==> config.mk <==
export PLATFORM = sky130hd
export DESIGN_NAME = txn_conflict_tracker
export DESIGN_NICKNAME = d
export VERILOG_FILES = /design/src/rtl/tct_pkg.sv /design/src/rtl/tct_vec.sv /design/src/rtl/tct_ctrl.sv /design/src/rtl/txn_conflict_tracker.sv
export SDC_FILE = /design/constraint.sdc
export NUM_CORES = 1
export LEC_CHECK = 0
export BUFFER_PORTS_ARGS = -buffer_cell sky130_fd_sc_hd__buf_4
export CAP_MARGIN = 30
export CORE_UTILIZATION = 35
export CTS_BUF_LIST = sky130_fd_sc_hd__clkbuf_2 sky130_fd_sc_hd__clkbuf_4 sky130_fd_sc_hd__clkbuf_8
export DETAILED_ROUTE_END_ITERATION = 6
export PLACE_DENSITY = 0.59
export SKIP_LAST_GASP = 1
export SYNTH_ARGS = -nofsm -noshare
export SYNTH_HDL_FRONTEND = slang
export SYNTH_SLANG_ARGS = --single-unit
==> constraint.sdc <==
create_clock -name clk -period 2.1 [get_ports clk]
set_input_delay 0.525 -clock clk [delete_from_list [all_inputs] [get_ports clk]]
set_output_delay 0.525 -clock clk [all_outputs]
set_load 0.005 [all_outputs]
==> src/rtl/tct_pkg.sv <==
package tct_pkg;
  typedef enum logic [1:0] {
    ST_IDLE   = 2'd0,
    ST_ACTIVE = 2'd1,
    ST_COMMIT = 2'd2
  } tx_state_t;
endpackage

==> src/rtl/tct_vec.sv <==
// One conflict bit vector with one bit per core; clear has priority over set.
module tct_vec #(
  parameter int N    = 8,
  parameter int IW   = 3,
  parameter int SELF = 0
) (
  input  logic          clk,
  input  logic          rst,
  input  logic          clr,
  input  logic          set_en,
  input  logic [IW-1:0] set_idx,
  output logic [N-1:0]  vec
);
  localparam logic [IW-1:0] SELF_ID = IW'(SELF);

  always_ff @(posedge clk) begin
    if (rst || clr) begin
      vec <= '0;
    end else if (set_en && (set_idx != SELF_ID)) begin
      vec[set_idx] <= 1'b1;
    end
  end

  // the tracker's own core never appears as a conflicting peer
  assert_self_bit_clear_R5: assert property (@(posedge clk) disable iff (rst)
    !vec[SELF]);
endmodule

==> src/rtl/tct_ctrl.sv <==
// Transaction state, commit handshake with racers, and incoming abort decision.
module tct_ctrl
  import tct_pkg::*;
#(
  parameter int N  = 8,
  parameter int IW = 3
) (
  input  logic          clk,
  input  logic          rst,
  input  logic          tx_begin,
  input  logic          commit_req,
  input  logic          abort_in_valid,
  input  logic [IW-1:0] abort_in_core,
  input  logic          ack_in_valid,
  input  logic [IW-1:0] ack_in_core,
  input  logic [N-1:0]  racers,
  input  logic [N-1:0]  killers,
  output tx_state_t     state,
  output logic          rec_en,
  output logic          clr_vec,
  output logic          abort_req_valid,
  output logic [N-1:0]  abort_req_mask,
  output logic          commit_done,
  output logic          core_abort
);
  localparam logic [N-1:0] ONE = {{(N-1){1'b0}}, 1'b1};

  logic [N-1:0] pending;
  logic [N-1:0] ack_bits;
  logic [N-1:0] pend_next;
  logic         take_abort;
  logic         start_commit;
  logic         fast_commit;
  logic         finish_wait;

  always_comb begin
    take_abort   = (state == ST_ACTIVE) && abort_in_valid && killers[abort_in_core];
    start_commit = (state == ST_ACTIVE) && !take_abort && commit_req;
    fast_commit  = start_commit && (racers == '0);
    ack_bits     = ack_in_valid ? (ONE << ack_in_core) : '0;
    pend_next    = pending & ~ack_bits;
    finish_wait  = (state == ST_COMMIT) && (pend_next == '0);
    rec_en       = (state == ST_ACTIVE) && !take_abort && !commit_req;
    clr_vec      = ((state == ST_IDLE) && tx_begin) || take_abort || fast_commit || finish_wait;
  end

  always_ff @(posedge clk) begin
    if (rst) begin
      state           <= ST_IDLE;
      pending         <= '0;
      abort_req_valid <= 1'b0;
      abort_req_mask  <= '0;
      commit_done     <= 1'b0;
      core_abort      <= 1'b0;
    end else begin
      abort_req_valid <= 1'b0;
      commit_done     <= 1'b0;
      core_abort      <= 1'b0;
      case (state)
        ST_IDLE: begin
          if (tx_begin) state <= ST_ACTIVE;
        end
        ST_ACTIVE: begin
          if (take_abort) begin
            state      <= ST_IDLE;
            core_abort <= 1'b1;
          end else if (fast_commit) begin
            state       <= ST_IDLE;
            commit_done <= 1'b1;
          end else if (start_commit) begin
            state           <= ST_COMMIT;
            pending         <= racers;
            abort_req_valid <= 1'b1;
            abort_req_mask  <= racers;
          end
        end
        ST_COMMIT: begin
          pending <= pend_next;
          if (finish_wait) begin
            state       <= ST_IDLE;
            commit_done <= 1'b1;
          end
        end
        default: state <= ST_IDLE;
      endcase
    end
  end

  // completion only once no acknowledgement is outstanding
  assert_done_no_pending_R7: assert property (@(posedge clk) disable iff (rst)
    commit_done |-> (pending == '0));
  // the waiting state always has someone left to hear from
  assert_wait_nonempty_R7: assert property (@(posedge clk) disable iff (rst)
    (state == ST_COMMIT) |-> (pending != '0));
  // an abort request is issued exactly when the wait begins
  assert_req_in_wait_R7: assert property (@(posedge clk) disable iff (rst)
    abort_req_valid |-> ((state == ST_COMMIT) && (pending == abort_req_mask)));
  // outcomes of one cycle are mutually exclusive
  assert_one_outcome_R13: assert property (@(posedge clk) disable iff (rst)
    $onehot0({commit_done, core_abort, abort_req_valid}));
  // a local abort always leaves the tracker idle
  assert_abort_idle_R9: assert property (@(posedge clk) disable iff (rst)
    core_abort |-> (state == ST_IDLE));
endmodule

==> src/rtl/txn_conflict_tracker.sv <==
module txn_conflict_tracker
  import tct_pkg::*;
#(
  parameter int N       = 8,
  parameter int CORE_ID = 0,
  parameter int IW      = (N > 1) ? $clog2(N) : 1
) (
  input  logic          clk,
  input  logic          rst,
  input  logic          tx_begin,
  input  logic          commit_req,
  input  logic          conf_valid,
  input  logic [IW-1:0] conf_core,
  input  logic          conf_local_wr,
  input  logic          conf_remote_wr,
  input  logic          abort_in_valid,
  input  logic [IW-1:0] abort_in_core,
  input  logic          ack_in_valid,
  input  logic [IW-1:0] ack_in_core,
  output logic [N-1:0]  racers,
  output logic [N-1:0]  killers,
  output logic          tx_active,
  output logic          commit_busy,
  output logic          abort_req_valid,
  output logic [N-1:0]  abort_req_mask,
  output logic          commit_done,
  output logic          core_abort,
  output logic          ack_out_valid,
  output logic [IW-1:0] ack_out_core
);
  tx_state_t state;
  logic      rec_en;
  logic      clr_vec;

  tct_ctrl #(.N(N), .IW(IW)) u_ctrl (
    .clk(clk), .rst(rst), .tx_begin(tx_begin), .commit_req(commit_req),
    .abort_in_valid(abort_in_valid), .abort_in_core(abort_in_core),
    .ack_in_valid(ack_in_valid), .ack_in_core(ack_in_core),
    .racers(racers), .killers(killers), .state(state),
    .rec_en(rec_en), .clr_vec(clr_vec),
    .abort_req_valid(abort_req_valid), .abort_req_mask(abort_req_mask),
    .commit_done(commit_done), .core_abort(core_abort)
  );

  // local write on a shared line: the remote reader/writer is a racer
  tct_vec #(.N(N), .IW(IW), .SELF(CORE_ID)) u_racers (
    .clk(clk), .rst(rst), .clr(clr_vec),
    .set_en(rec_en && conf_valid && conf_local_wr),
    .set_idx(conf_core), .vec(racers)
  );

  // remote write on a shared line: the remote writer is a killer
  tct_vec #(.N(N), .IW(IW), .SELF(CORE_ID)) u_killers (
    .clk(clk), .rst(rst), .clr(clr_vec),
    .set_en(rec_en && conf_valid && conf_remote_wr),
    .set_idx(conf_core), .vec(killers)
  );

  always_ff @(posedge clk) begin
    if (rst) begin
      ack_out_valid <= 1'b0;
      ack_out_core  <= '0;
    end else begin
      ack_out_valid <= abort_in_valid;
      ack_out_core  <= abort_in_core;
    end
  end

  assign tx_active   = (state == ST_ACTIVE);
  assign commit_busy = (state == ST_COMMIT);

  // every incoming abort is answered to its sender
  assert_abort_answered_R11: assert property (@(posedge clk) disable iff (rst)
    abort_in_valid |=> (ack_out_valid && (ack_out_core == $past(abort_in_core))));
  // read-read sharing leaves both vectors untouched
  assert_read_read_quiet_R2: assert property (@(posedge clk) disable iff (rst)
    (conf_valid && !conf_local_wr && !conf_remote_wr && tx_active &&
     !abort_in_valid && !commit_req) |=> ($stable(racers) && $stable(killers)));
  // nothing is recorded outside a running transaction
  assert_idle_no_record_R5: assert property (@(posedge clk) disable iff (rst)
    (!tx_active && !commit_busy && !tx_begin) |=> ((racers == '0) && (killers == '0)));
endmodule

==> impl_metrics.yaml, run 1 <==
floorplan:
  fp.dieW_um: 74.9
  core_mm2: 0.00511
  dieArea_mm2: 0.00560
  start_util_pct: 36.4
  rows: 26
  ios: 51
  die-height_um: 74.9
run:
  cap_violations: 0
drt:
  route.detailed.drc: 0
  drtIter0Drc: 89
  routedWlPerCell_um: 13.4
  vias_per_cell: 5.11
  drtPass1Iterations: 4
  antenna_left: 0
  vias: 1759
  finalWirelength_um: 4600
clocking:
  clockBufferDepth: 2
  cts_sinks: 41
  clk_latency_ns: 0.30
  htreeDepth: 2
  postCtsResizedCells: 0
  ctsRootBufferMaster: "clkbuf_8"
  path_clk_slew_ns: 0.08
  cts_hold_buf: 0
  cts_buffers: 5
  post-cts-setup-buffers: 0
  cts_tree: "done"
synthesis:
  synth_area_per_cell_um2: 9.02
  ys_async_sr_fraction_pct: 0
  netlist_area_mm2: 0.00186
  synth_area_leaders: "dfxtp_1, o21a_1, a21oi_1, nand2_1, a32oi_1"
  synth_commonest_cells: "dfxtp_1, nand2_1, a21oi_1"
  synth_most_common_cell: "dfxtp_1"
  synth.distinct_cells: 41
  synth_fp_nets: 227
  yosysSeqAreaShare_pct: 44.2
  yosysWarnings: 0
  synth-seq-cells: 41
  yosys.area.top_type: "dfxtp_1"
  syn_inst: 206
  synth-edff-count: 0
  ys_dominant_reg_cell: "dfxtp_1"
  synth_top_area_share_pct: 44.2
timing:
  fmax_mhz: 503
  rsz0062_at_grt: "false"
  maxSlewHeadroom_pct: 60.2
  skew_ns: 0.0118
  drv_slew: 0
  min_period_over_period_pct: 94.7
  setup_violations: 0
  min_period_ns: 1.99
  hold_viol_final: 0
  tightest_slew_ns: 0.597
worst_setup_path:
  cp-end-kind: "output port"
  required_ns: 1.57
  reg2reg_from: "u_killers.vec[7]"
  worstSetupStartpointType: "flop"
  r2r_end: "u_killers.vec[0]"
  path_class: "reg2out"
  crit_path_max_fanout: 14
  worst-r2r-cell-count: 7
  arrival_ns: 1.46
  reg2reg_slack_ns: 0.16
placed_design:
  portBuffers: 50
  place_congestion: 0.779
  dp_cells: 335
  hpwl_um: 3390
worst_hold_path:
  hold_class: "reg2reg"
  min_from: "u_ctrl.abort_req_mask[6]"
  holdPathStages: 2
  min_to: "u_ctrl.abort_req_mask[6]"
finish:
  nets: 294
  drive_gt1_share_pct: 31.0
  final_core_util_pct: 50.2
  syn2layout_area_growth_pct: 38.0
  num_antenna_cells: 0
  final_cell_count_no_fill: 344
grt:
  grt_pass1_wl_um: 7180
  grt_usage_pct: 17.0
  grt_overflow_total: 0
  grt_max_degree: 27
  grt_pass1_vias: 1501
  antenna_found_initial: 0
power:
  power_density_mw_per_mm2: 636
  vdd_ir_drop_max_mv: 0.318
  power_leakage_uw: 0.00101
  power.total_uw: 1630
outcome:
  outcome: "completed"
-- sequential cells by signal (all words and copies together), names as in the netlist --
register / cells
u_ctrl.state: 2
u_killers.vec: 8
u_ctrl.commit_done: 1
ack_out_valid: 1
u_ctrl.core_abort: 1
ack_out_core: 3
u_ctrl.abort_req_mask: 8
u_ctrl.abort_req_valid: 1
u_racers.vec: 8
u_ctrl.pending: 8
-- worst max-delay path: stages (launching register included) --
cell and delay, ns:
dfxtp_1 0.34, inv_1 0.08, ha_1 0.54, buf_4 0.22
-- power breakdown --
part / internal, uW / total [uW] / switching [uW]
combinational: 94.0 / 197 / 103
clock: 356 / 645 / 289
sequential: 785 / 789 / 4.54
total: 1230 / 1630 / 396
-- how the worst max path moves through the flow --
stage,cells after the start,slack (ns),from,end
floorplan,7,0.04,abort_in_core[1],u_ctrl.abort_req_mask[1]
global placement,7,-0.24,abort_in_core[1],u_racers.vec[0]
detailed placement,7,-0.28,abort_in_core[1],u_killers.vec[0]
CTS,6,0.02,u_killers.vec[7],u_killers.vec[0]
global route,3,0.02,u_ctrl.state[0],commit_busy
finish,3,0.11,u_ctrl.state[0],commit_busy
-- per-stage QoR --
stage / hold WS [ns] / area, um^2 / TNS [ns] / setup slack [ns]
floorplan: 0.453 / 1860 / 0 / 0.0446
global placement: 0.445 / 2430 / -3.85 / -0.243
detailed placement: 0.454 / 2430 / -4.46 / -0.284
CTS: 0.466 / 2540 / 0 / 0.0195
global route: 0.494 / 2560 / 0 / 0.0182
finish: 0.459 / 2560 / 0 / 0.111
-- layout make-up --
class                      instances  area, um^2
fill                             510        2540
multi-input combinational        149         967
sequential                        41         821
timing repair buffer              70         551
tap                               70        87.6
clock buffer                       5        68.8
clock inverter                     3        46.3
inverter                           6        22.5
-- kinds of logic (layout without fill, tap and decap cells) --
logic type / Yosys count / in the layout / share of synthesized area [%]
compound gates: 55 / 55 / 21.8
fa+ha+maj: 3 / 3 / 2.02
buf+inv: 16 / 84 / 3.77
flops: 41 / 41 / 44.2
mux: 4 / 4 / 2.83
simple gates: 87 / 87 / 25.5
-- per-layer routing --
layer / part of all wire (%) / vias to the layer above / wire, um / GRT usage, %
met5: 0 / - / 0 / 0
met4: 0.41 / 0 / 19 / 5.03
met3: 4.2 / 2 / 195 / 3.75
met2: 45 / 50 / 2080 / 25.5
met1: 50 / 808 / 2300 / 24.3
li1: - / 899 / - / -
-- cells in the final DEF (no fill, tap or decap), drive strengths merged, types with 2 or more instances in the layout --
| master | n |
|---|---|
| nor2 | 10 |
| ha | 3 |
| nor4b | 2 |
| o21a | 14 |
| a32oi | 7 |
| inv | 6 |
| nand3 | 11 |
| nand2b | 6 |
| nor2b | 5 |
| a21oi | 19 |
| a41o | 2 |
| o21ai | 2 |
| dfxtp | 41 |
| and2 | 2 |
| nand4 | 3 |
| mux2i | 3 |
| a31oi | 2 |
| nor3 | 7 |
| nand2 | 24 |
| nand4b | 2 |
| o22ai | 2 |
| clkbuf | 5 |
| buf | 70 |
| a22oi | 2 |
| nand3b | 3 |
| nor4 | 9 |
Power figures use the tool's default switching activity.
==> run 2: changes to the inputs <==
- CTS_BUF_LIST: sky130_fd_sc_hd__clkbuf_2 sky130_fd_sc_hd__clkbuf_4 sky130_fd_sc_hd__clkbuf_8 -> not set
- REMOVE_ABC_BUFFERS: not set -> 1
==> impl_metrics.yaml, run 2 (synthesized netlist as in run 1, its figures left out) <==
outcome:
  outcome: "completed"
worst_setup_path:
  slowest_stage: "or4b_1"
  worstSetupStartpointType: "primary input"
  path_buf_inv: 2
  required_ns: 2.29
  reg2reg_slack_ns: 0.16
  arrival_ns: 2.19
  critPathTopFamily: "simple AND/OR/NAND/NOR gates"
  r2r_end: "u_killers.vec[0]"
  slowest_delay_ns: 0.56
  crit_chain: "buf_4, or4b_1, a21oi_1, o22ai_1, nor2_1, a211oi_4, buf_12, and2_1"
  path_class: "in2reg"
  reg2reg_from: "u_killers.vec[7]"
  worst-r2r-cell-count: 7
  crit_path_max_fanout: 16
  cp-end-kind: "flop"
finish:
  drive_gt1_share_pct: 31.5
  syn2layout_area_growth_pct: 38.8
  layout_common_cells: "buf_4, dfxtp_1, nand2_1"
  fill_cells: 529
  num_antenna_cells: 0
  multi_input_area_um2: 967
  final_common_cell: "buf_4"
  regArea_um2: 821
  final_cell_area_mm2: 0.00258
  nets: 296
power:
  clkPwrFrac_pct: 39.4
  internal-power_uw: 1240
  vdd_ir_drop_max_mv: 0.390
  power_density_mw_per_mm2: 635
  switching_share_pct: 24.5
  power_leakage_uw: 0.00102
  combPwrFrac_pct: 12.4
  p_switching_uw: 402
  seq_power_share_pct: 48.2
worst_hold_path:
  min_to: "u_ctrl.abort_req_mask[3]"
  min_from: "u_ctrl.abort_req_mask[3]"
  holdPathStages: 2
  hold_class: "reg2reg"
timing:
  drv_slew: 0
  tightest_slew_ns: 0.580
  maxSlewHeadroom_pct: 61.3
  min_period_ns: 2.00
  min_period_over_period_pct: 95.2
  skew_ns: 0.0121
  fmax_mhz: 500
  fin_setup_tns_ns: 0
  setup_violations: 0
  hold_viol_final: 0
grt:
  antenna_found_initial: 0
  grt_overflow_total: 0
  grt_usage_pct: 19.1
  grt_max_degree: 26
  grt_pass1_vias: 1617
  grt_pass1_wl_um: 7910
clocking:
  htreeDepth: 2
  cts_buffers: 5
  path_clk_slew_ns: 0.09
  cts_tree: "done"
  clk_latency_ns: 0.30
  clockBufferDepth: 2
  ctsRootBufferMaster: "clkbuf_8"
  cts_hold_buf: 0
  cts_sinks: 41
placed_design:
  hpwl_um: 3500
  placed_area_mm2: 0.00244
  place_congestion: 0.789
  portBuffers: 50
floorplan:
  core_mm2: 0.00511
  rows: 26
  dieArea_mm2: 0.00560
  fp.dieW_um: 74.9
  die-height_um: 74.9
  start_util_pct: 36.4
  ios: 51
drt:
  route.detailed.drc: 0
  routedWlPerCell_um: 14.0
  drtIter0Drc: 82
  antenna_left: 0
  vias_per_cell: 5.08
  vias: 1756
  finalWirelength_um: 4850
  drtPass1Iterations: 4
run:
  cap_violations: 0
run 2: cell types whose count changed in the layout (fill, tap and decap cells not counted), sizes merged:
cell / before / now
buf: 70 / 72
run 2: area by class of cell:
| type | count | share of cell area, % |
|---|---|---|
| Multi-Input combinational cell | 149 | 37.5 |
| Sequential cell | 41 | 31.8 |
| Timing Repair Buffer | 72 | 21.9 |
| Tap cell | 70 | 3.40 |
| Clock buffer | 5 | 2.67 |
| Clock inverter | 3 | 1.80 |
| Inverter | 6 | 0.873 |
run 2: per-layer routing:
| layer | track usage [%] | up-vias | part of all wire, % |
|---|---|---|---|
| met5 | 0 | - | 0 |
| met4 | 9.01 | 0 | 1.7 |
| met3 | 4.82 | 7 | 3.3 |
| met2 | 28.9 | 40 | 45 |
| met1 | 25.6 | 814 | 50 |
| li1 | - | 895 | - |
run 2: power groups by stage:
stage          sequential [uW]  clock [uW]  combinational (uW)
3_5_place_dp               807           0                 194
4_1_cts                    789         664                 194
6_report                   789         646                 203
3_3_place_gp               807           0                 191
2_1_floorplan              807           0                82.8
5_1_grt                    791         697                 224
run 2: worst max-delay path by stage:
stage                                start          endpoint  cells after the start
after detailed placement  abort_in_core[1]   u_racers.vec[0]                      7
final                       ack_in_core[2]  u_killers.vec[0]                      8
after floorplan           abort_in_core[1]  u_killers.vec[3]                      6
after CTS                 u_killers.vec[7]  u_killers.vec[0]                      6
after global routing        ack_in_core[2]  u_killers.vec[0]                      8
after global placement    abort_in_core[1]   u_racers.vec[0]                      7
run 2: worst min-delay path, cell delays in order, from the launching register on:
cell and delay (ns):
dfxtp_1 0.32, nand2_1 0.05, a21oi_1 0.05
run 2: through the flow:
| step | power, uW | std cells | hold slack [ns] | utilization (%) | setup WS (ns) |
|---|---|---|---|---|---|
| after floorplan | 890 | 196 | 0.447 | - | -0.0540 |
| after global placement | 999 | 337 | 0.446 | 47.8 | -0.199 |
| after detailed placement | 1000 | 337 | 0.451 | 47.8 | -0.222 |
| after CTS | 1650 | 345 | 0.463 | 50.1 | 0.0789 |
| after global routing | 1710 | 346 | 0.482 | 50.5 | -0.00371 |
| final | 1640 | 346 | 0.461 | 50.5 | 0.100 |
run 2: what timing repair did:
item	CTS	global route
hold endpoints to repair	0	0
buffers inserted	0	1
resized for setup	0	0
endpoints found under the setup margin	0	16
==> run 3: changes to the inputs <==
- SYNTH_HIERARCHICAL: not set -> 1
==> impl_metrics.yaml, run 3 <==
timing:
  fmax_mhz: 505
  min_period_ns: 1.98
  setup_ws_ns: 0.121
  skew_ns: 0.00632
  holdWs_ns: 0.468
  tightest_slew_ns: 0.397
  setup_violations: 0
  fin_setup_tns_ns: 0
  rsz0062_at_grt: "true"
  min_period_over_period_pct: 94.2
  drv_slew: 0
  hold_viol_final: 0
  maxSlewHeadroom_pct: 73.3
drt:
  routedWlPerCell_um: 13.4
  vias_per_cell: 4.97
  route.detailed.drc: 0
  antenna_left: 0
  drtIter0Drc: 62
  vias: 1670
  drtPass1Iterations: 4
  finalWirelength_um: 4510
finish:
  num_antenna_cells: 0
  final_common_cell: "buf_4"
  layout_common_cells: "buf_4, dfxtp_1, nor2_1"
  drive_gt1_share_pct: 37.2
  nets: 286
  syn2layout_area_growth_pct: 36.9
  final_cell_count_no_fill: 336
  final_cell_area_mm2: 0.00266
synthesis:
  synth_most_common_cell: "dfxtp_1"
  netlist_area_mm2: 0.00194
  synth_commonest_cells: "dfxtp_1, nor2_1, a21oi_1, o21a_1"
  yosysWarnings: 6
  synth-edff-count: 0
  syn_inst: 196
  yosys.area.top_type: "dfxtp_1"
  ys_dominant_reg_cell: "dfxtp_1"
  synth_top_area_share_pct: 42.3
  yosysSeqAreaShare_pct: 42.3
  synth-seq-cells: 41
  synth_area_leaders: "dfxtp_1, o21a_1, mux2i_1, and4bb_2, and4b_2"
  synth_area_per_cell_um2: 9.90
  synth.distinct_cells: 41
  ys_async_sr_fraction_pct: 0
clocking:
  cts_sinks: 41
  clk_latency_ns: 0.29
  ctsRootBufferMaster: "clkbuf_8"
  cts_tree: "done"
  path_clk_slew_ns: 0.08
  htreeDepth: 2
  clockBufferDepth: 2
  cts_buffers: 5
worst_setup_path:
  required_ns: 2.28
  reg2reg_slack_ns: 0.13
  crit_path_max_fanout: 6
  cp-end-kind: "flop"
  arrival_ns: 2.16
  worstSetupStartpointType: "primary input"
  worst-r2r-cell-count: 8
  path_class: "in2reg"
  r2r_end: "u_ctrl/abort_req_mask[0]"
  cp-endpoint: "u_ctrl/abort_req_mask[0]"
  critPathLaunch: "abort_in_core[1]"
  reg2reg_from: "u_killers/vec[7]"
placed_design:
  place_ws_ns: -0.193
  placed_area_mm2: 0.00252
  hpwl_um: 3280
  place_congestion: 0.809
  portBuffers: 50
  dp_cells: 327
floorplan:
  ios: 51
  rows: 26
  fp.dieW_um: 76.5
  core_mm2: 0.00524
  die-height_um: 76.5
  dieArea_mm2: 0.00585
  start_util_pct: 37.1
grt:
  grt_pass1_vias: 1623
  grt_max_degree: 32
  grt_pass1_wl_um: 7630
  grt_usage_pct: 16.2
  antenna_found_initial: 0
  grt_overflow_total: 0
run:
  cap_violations: 0
outcome:
  outcome: "completed"
power:
  power_leakage_uw: 0.00117
  power_density_mw_per_mm2: 624
  vdd_ir_drop_max_mv: 0.355
worst_hold_path:
  hold_class: "in2reg"
## run 3: cell count changes after synthesis, sizes merged, moves of 3 or more
cell     change
nor4         -5
and3         +3
mux2i        +5
a21oi        -7
and4b        +6
nor2         +3
and4bb       +6
buf          -4
a32oi        -7
nand3        -5
o2bb2ai      +7
nor2b        +4
nand2       -16
nand2b       +3
## run 3: through the flow
step	util (%)	total power (uW)
floorplan	-	901
global placement	48.1	1010
detailed placement	48.1	1010
CTS	50.4	1690
global route	50.7	1730
finish	50.7	1660
## run 3: area by class of cell
type | count | area (um^2)
Fill cell | 505 | 2580
Multi-Input combinational cell | 140 | 1060
Sequential cell | 41 | 825
Timing Repair Buffer | 69 | 534
Tap cell | 70 | 87.6
Clock buffer | 6 | 82.6
Clock inverter | 2 | 37.5
Inverter | 8 | 30.0
## run 3: what timing repair did
| item | in CTS | in global routing |
|---|---|---|
| setup buffers | 0 | 1 |
| setup endpoints to repair | 0 | 15 |
| hold buffers | 0 | 0 |
| resized for setup | 0 | 5 |
## run 3: power breakdown
| group | total (uW) | switching, uW | internal [uW] |
|---|---|---|---|
| Combinational | 203 | 100 | 103 |
| Clock | 663 | 277 | 387 |
| Sequential | 791 | 5.19 | 786 |
| Total | 1660 | 382 | 1280 |
## run 3: routing by layer
| metal | up-vias | track usage (%) | part of all wire [%] |
|---|---|---|---|
| met2 | 30 | 24.8 | 44 |
| met1 | 769 | 22.1 | 51 |
| li1 | 865 | - | - |
| met4 | 0 | 5.19 | 1.2 |
| met3 | 6 | 4.19 | 3.9 |
| met5 | - | 0 | 0 |
## run 3: cell families (layout without fill, tap and decap cells)
logic type | Yosys count | in the layout | share of synthesized area, %
mux | 9 | 9 | 5.29
simple gates | 83 | 83 | 29.1
compound gates | 45 | 45 | 18.2
buf+inv | 15 | 85 | 3.16
fa+ha+maj | 3 | 3 | 1.93
flops | 41 | 41 | 42.3
## run 3: critical path: stages
cell and delay, ns:
buf_6 0.07, mux4_2 0.52, o2111ai_4 0.23, buf_4 0.15
buf_12 0.10, nand4_4 0.13, buf_4 0.22, mux2i_1 0.15
nor2_1 0.06
## run 3: worst min path at each step
| stage | cells after the start | from | to | slack (ns) |
|---|---|---|---|---|
| 4_1_cts | 2 | abort_in_core[0] | ack_out_core[0] | 0.46 |
| 3_5_place_dp | 2 | u_ctrl/pending[2] | u_ctrl/pending[2] | 0.46 |
| 5_1_grt | 2 | abort_in_core[0] | ack_out_core[0] | 0.45 |
| 6_report | 2 | abort_in_core[0] | ack_out_core[0] | 0.47 |
| 3_3_place_gp | 2 | u_ctrl/pending[2] | u_ctrl/pending[2] | 0.46 |
| 2_1_floorplan | 2 | u_ctrl/pending[2] | u_ctrl/pending[2] | 0.44 |
